`src/rtl/sp_irq_pkg.sv`:
```
package sp_irq_pkg;
  localparam int NUM_IRQ    = 4;
  localparam int NUM_STICKY = 2;
  localparam int OFS_W      = 2;

  localparam int IDX_OVR = 0;
  localparam int IDX_TMO = 1;
  localparam int IDX_RXL = 2;
  localparam int IDX_TXL = 3;

  typedef enum logic [OFS_W-1:0] {
    OFS_MASK   = 2'd0,
    OFS_RAW    = 2'd1,
    OFS_MASKED = 2'd2,
    OFS_CLEAR  = 2'd3
  } reg_ofs_e;
endpackage

```
`src/rtl/sp_irq_rx_timer.sv`:
```
module sp_irq_rx_timer #(
  parameter int TMO_BITS = 32
) (
  input  logic clk,
  input  logic rst_n,
  input  logic rx_empty,
  input  logic restart,
  input  logic bit_tick,
  output logic tmo_evt
);
  localparam int CNT_W = $clog2(TMO_BITS + 1);
  localparam logic [CNT_W-1:0] CNT_TOP  = CNT_W'(TMO_BITS);
  localparam logic [CNT_W-1:0] CNT_LAST = CNT_W'(TMO_BITS - 1);

  logic [CNT_W-1:0] cnt_q, cnt_d;
  logic             advance;

  // Counting saturates at the top so that a cleared timeout stays quiet
  // until the next read, frame or empty interval.
  assign advance = !rx_empty && !restart && bit_tick && (cnt_q != CNT_TOP);
  assign tmo_evt = advance && (cnt_q == CNT_LAST);

  always_comb begin
    cnt_d = cnt_q;
    if (rx_empty || restart) cnt_d = '0;
    else if (advance)        cnt_d = cnt_q + 1'b1;
  end

  always_ff @(posedge clk or negedge rst_n) begin
    if (!rst_n) cnt_q <= '0;
    else        cnt_q <= cnt_d;
  end
endmodule

```
`src/rtl/sp_irq_sticky.sv`:
```
module sp_irq_sticky #(
  parameter int N = 2
) (
  input  logic         clk,
  input  logic         rst_n,
  input  logic [N-1:0] set_evt,
  input  logic [N-1:0] clr_req,
  output logic [N-1:0] flag_q
);
  generate
    for (genvar i = 0; i < N; i++) begin : g_flag
      always_ff @(posedge clk or negedge rst_n) begin
        if (!rst_n)          flag_q[i] <= 1'b0;
        else if (set_evt[i]) flag_q[i] <= 1'b1;
        else if (clr_req[i]) flag_q[i] <= 1'b0;
      end
    end
  endgenerate
endmodule

```
`src/rtl/sp_irq_regfile.sv`:
```
module sp_irq_regfile
  import sp_irq_pkg::*;
(
  input  logic                  clk,
  input  logic                  rst_n,
  input  logic                  reg_wr,
  input  logic [OFS_W-1:0]      reg_addr,
  input  logic [NUM_IRQ-1:0]    reg_wdata,
  input  logic [NUM_IRQ-1:0]    raw,
  output logic [NUM_IRQ-1:0]    reg_rdata,
  output logic [NUM_IRQ-1:0]    mask_q,
  output logic [NUM_STICKY-1:0] clr_req
);
  reg_ofs_e ofs;
  assign ofs = reg_ofs_e'(reg_addr);

  always_ff @(posedge clk or negedge rst_n) begin
    if (!rst_n)                          mask_q <= '0;
    else if (reg_wr && ofs == OFS_MASK)  mask_q <= reg_wdata;
  end

  assign clr_req = (reg_wr && ofs == OFS_CLEAR) ? reg_wdata[NUM_STICKY-1:0] : '0;

  always_comb begin
    unique case (ofs)
      OFS_MASK:   reg_rdata = mask_q;
      OFS_RAW:    reg_rdata = raw;
      OFS_MASKED: reg_rdata = raw & mask_q;
      default:    reg_rdata = '0;
    endcase
  end
endmodule

```
`src/rtl/sp_irq_status.sv`:
```
module sp_irq_status
  import sp_irq_pkg::*;
#(
  parameter int FIFO_DEPTH = 8,
  parameter int TMO_BITS   = 32,
  localparam int LVL_W     = $clog2(FIFO_DEPTH + 1)
) (
  input  logic               clk,
  input  logic               rst_n,
  input  logic [LVL_W-1:0]   rx_level,
  input  logic               rx_empty,
  input  logic               rx_full,
  input  logic [LVL_W-1:0]   tx_level,
  input  logic               frame_rcvd,
  input  logic               rx_read,
  input  logic               bit_tick,
  input  logic               reg_wr,
  input  logic [OFS_W-1:0]   reg_addr,
  input  logic [NUM_IRQ-1:0] reg_wdata,
  output logic [NUM_IRQ-1:0] reg_rdata,
  output logic               irq
);
  localparam logic [LVL_W-1:0] HALF = LVL_W'(FIFO_DEPTH / 2);

  logic                  tmo_evt;
  logic                  ovr_evt;
  logic [NUM_STICKY-1:0] set_w;
  logic [NUM_STICKY-1:0] clr_w;
  logic [NUM_STICKY-1:0] stk_q;
  logic [NUM_IRQ-1:0]    raw_w;
  logic [NUM_IRQ-1:0]    mask_w;

  assign ovr_evt = frame_rcvd && rx_full;

  sp_irq_rx_timer #(.TMO_BITS(TMO_BITS)) u_timer (
    .clk      (clk),
    .rst_n    (rst_n),
    .rx_empty (rx_empty),
    .restart  (rx_read || frame_rcvd),
    .bit_tick (bit_tick),
    .tmo_evt  (tmo_evt)
  );

  always_comb begin
    set_w          = '0;
    set_w[IDX_OVR] = ovr_evt;
    set_w[IDX_TMO] = tmo_evt;
  end

  sp_irq_sticky #(.N(NUM_STICKY)) u_sticky (
    .clk     (clk),
    .rst_n   (rst_n),
    .set_evt (set_w),
    .clr_req (clr_w),
    .flag_q  (stk_q)
  );

  always_comb begin
    raw_w          = '0;
    raw_w[IDX_OVR] = stk_q[IDX_OVR];
    raw_w[IDX_TMO] = stk_q[IDX_TMO];
    raw_w[IDX_RXL] = (rx_level >= HALF);
    raw_w[IDX_TXL] = (tx_level <= HALF);
  end

  sp_irq_regfile u_regs (
    .clk       (clk),
    .rst_n     (rst_n),
    .reg_wr    (reg_wr),
    .reg_addr  (reg_addr),
    .reg_wdata (reg_wdata),
    .raw       (raw_w),
    .reg_rdata (reg_rdata),
    .mask_q    (mask_w),
    .clr_req   (clr_w)
  );

  assign irq = |(raw_w & mask_w);
endmodule

```
`config.mk`:
```
export PLATFORM = sky130hd
export DESIGN_NAME = sp_irq_status
export DESIGN_NICKNAME = d
export VERILOG_FILES = /design/src/rtl/sp_irq_pkg.sv /design/src/rtl/sp_irq_rx_timer.sv /design/src/rtl/sp_irq_sticky.sv /design/src/rtl/sp_irq_regfile.sv /design/src/rtl/sp_irq_status.sv
export SDC_FILE = /design/constraint.sdc
export NUM_CORES = 1
export LEC_CHECK = 0
export ABC_CLOCK_PERIOD_IN_PS = 3600
export BUFFER_PORTS_ARGS = -buffer_cell sky130_fd_sc_hd__buf_4
export CAP_MARGIN = 0
export CORE_ASPECT_RATIO = 1.5
export CORE_UTILIZATION = 25
export CTS_CLUSTER_SIZE = 16
export DETAILED_ROUTE_END_ITERATION = 12
export GPL_TIMING_DRIVEN = 0
export HOLD_SLACK_MARGIN = 0.06
export PLACE_DENSITY = 0.57
export SLEW_MARGIN = 0
export SYNTH_ARGS = -nofsm -noshare
export SYNTH_HDL_FRONTEND = slang
export SYNTH_SLANG_ARGS = --single-unit
```
`constraint.sdc`:
```
create_clock -name clk -period 3.6 [get_ports clk]
set_input_delay 0.72 -clock clk [delete_from_list [all_inputs] [get_ports clk]]
set_output_delay 0.72 -clock clk [all_outputs]
set_load 0.05 [all_outputs]
```
==> impl_metrics.py <==
metrics = {
    "run_status": {
        "status": "complete, no violations",
    },
    "synth": {
        "synth_nets": 96,
        "synthTopCellsByArea": "dfrtp_1 42%, mux2_1 6.3%, o21ai_0 4.9%, nand2_1 4.7%, xor2_1 3.7%",
        "synth.cell_area_um2": 713,
        "synthCells": 72,
        "ys_seq_area_share_pct": 42.1,
        "syn_avg_cell_area_um2": 9.91,
        "yosys_warnings": 0,
        "ys_seq_elements": 12,
        "yosys.area.top_type": "dfrtp_1",
        "netlist-cell-type-count": 29,
        "async_reset_ff_share_pct": 100,
        "synthFlopType": "dfrtp_1",
        "post-synth-top-area-fraction_pct": 42.1,
        "synth_enable_flop_cells": 0,
    },
    "setup_path": {
        "crit_path_end_kind": "primary output",
        "worstPathCellList": "buf_2, nor2b_1, o21ai_0, o21ai_0, buf_4",
        "r2r_start": "u_timer.cnt_q[0]",
        "reg2reg_depth": 5,
        "cp.required_ns": 2.88,
        "start_kind": "input pin",
        "critPathMaxStageDelay_ns": 0.24,
        "path_depth": 5,
        "cp_slowest_cell": "nor2b_1",
        "path_class": "in2out",
        "cp_common_cell": "o21ai_0",
        "reg2reg_setup_slack_ns": 2.26,
        "critPathMaxFanout": 9,
        "cp.arrival_ns": 1.55,
        "crit_start": "reg_addr[0]",
        "crit_family": "buffers and inverters",
        "cp.buffers_inverters": 2,
    },
    "cells_and_area": {
        "n_antenna_cell": 0,
        "layout_common_cells": "23 x buf_4, 12 x dfrtp_1, 9 x nand2_1, 7 x o21ai_0",
        "seq_area_um2": 300,
        "final_core_util_pct": 36.9,
        "syn_to_final_growth_pct": 38.4,
        "multi_input_area_um2": 393,
        "drive_gt1_share_pct": 33.3,
        "nFillCells": 284,
        "layout_commonest_cell": "buf_4",
        "nets": 124,
    },
    "clock_tree": {
        "cts_tree": "yes",
        "cts-resized-gates": 0,
        "cts_sinks": 12,
        "clk_pin_slew_ns": 0.05,
        "cts_setup_buffers": 0,
        "hold_buffers": 0,
        "cts-root-buf": "clkbuf_8",
        "clkLatencyLatePin_ns": 0.24,
        "numCtsBuffers": 3,
        "h-tree-depth": 1,
        "clockBufferDepth": 2,
    },
    "drt": {
        "drcViolationCount": 0,
        "firstDrtPassIters": 4,
        "ant_nets": 0,
        "vias": 654,
        "routed_wl_mm": 1.65,
        "vias_per_cell": 4.81,
        "first_iter_violations": 11,
        "wire_per_inst_um": 12.2,
    },
    "min_path": {
        "min_path_type": "in2async",
    },
    "floorplan": {
        "die-area_mm2": 0.00307,
        "io_pins": 27,
        "die_y_um": 67.4,
        "rows": 23,
        "initial_core_util_pct": 26.6,
        "core_mm2": 0.00268,
        "die_w_um": 45.6,
    },
    "place": {
        "port_buffers": 23,
        "dp_hpwl_mm": 1.31,
        "gp_congestion": 0.723,
    },
    "sta": {
        "tns_ns": 0,
        "worst_slew_pin_slew_ns": 0.425,
        "setup_viol": 0,
        "fin_worst_skew_ns": 0.00432,
        "clock.fmax_mhz": 441,
        "max-slew-margin-rel_pct": 71.4,
        "period_share_pct": 63.0,
        "report.final.slew_viol_count": 0,
        "rsz0062_at_grt": "false",
        "hold_viol": 0,
        "fin_crit_ns": 2.27,
    },
    "run": {
        "cap_violations": 0,
    },
    "power": {
        "power_density_mw_per_mm2": 396,
        "finalPower_w": 0.000391,
        "p_leak_nw": 0.431,
        "peakVddDrop_mv": 0.189,
    },
    "grt": {
        "grt_pass1_vias": 645,
        "antenna_found_initial": 0,
        "grt_max_degree": 13,
        "track_usage_pct": 11.8,
        "grt_pass1_wl_mm": 2.70,
        "globalRouteOverflowTotal": 0,
    },
}
-- metal layers --
| metal | up-vias | GRT usage (%) | part of all wire, % |
|---|---|---|---|
| met1 | 303 | 12.2 | 40 |
| met4 | 0 | 3.79 | 0.97 |
| li1 | 318 | - | - |
| met2 | 29 | 22.9 | 53 |
| met5 | - | 0 | 0 |
| met3 | 4 | 1.60 | 6.4 |
-- synthesized netlist by cell type (2+ instances only) --
master	n
nand4_1	4
mux2_1	4
nor3_1	3
mux2i_1	2
ha_1	2
o21ai_1	2
o21ai_0	7
dfrtp_1	12
nor2_1	3
inv_1	4
nand2_1	9
xor2_1	3
-- path summary, 6_finish.rpt --
path	end
max	reg_rdata[2]
min	u_timer.cnt_q[0]
max reg2reg	u_timer.cnt_q[0]
min reg2reg	u_regs.mask_q[3]
max in group asynchronous	u_timer.cnt_q[2]
min in group clk	u_regs.mask_q[3]
-- flip-flops by register name (all words and copies together), names as in the netlist --
| name | count |
|---|---|
| u_timer.cnt_q | 6 |
| u_sticky.flag_q | 2 |
| u_regs.mask_q | 4 |
-- cells by family after synthesis --
logic type | after synthesis | synth area share [%]
AND/OR/NAND/NOR | 26 | 20.9
AO/OA/AOI/OAI | 18 | 17.9
flip-flops | 12 | 42.1
multiplexers | 6 | 9.12
buffers and inverters | 5 | 2.81
XOR/XNOR | 3 | 3.68
adder cells (fa/ha/maj) | 2 | 3.51
-- power by group --
group	switching, W	internal [W]	leakage, nW
sequential	0.00000701	0.000145	0.155
clock	0.0000481	0.0000965	0.0288
combinational	0.0000548	0.0000393	0.247
total	0.000110	0.000281	0.431
-- through the flow --
step	hold slack, ns	instances	area (µm²)	worst slack, ns
global placement	0.470	132	932	1.33
detailed placement	0.481	132	932	1.34
CTS	0.315	136	987	1.33
global route	0.316	136	987	1.28
floorplan	0.424	72	713	0.747
finish	0.305	136	987	1.33
-- layout make-up --
cell class / instances / area share [%]
Buffer: 1 / 0.507
Tap cell: 37 / 4.69
Clock buffer: 4 / 5.58
Multi-Input combinational cell: 55 / 39.8
Timing Repair Buffer: 23 / 17.5
Inverter: 4 / 1.52
Sequential cell: 12 / 30.4
(Power assumes the default switching activity.)
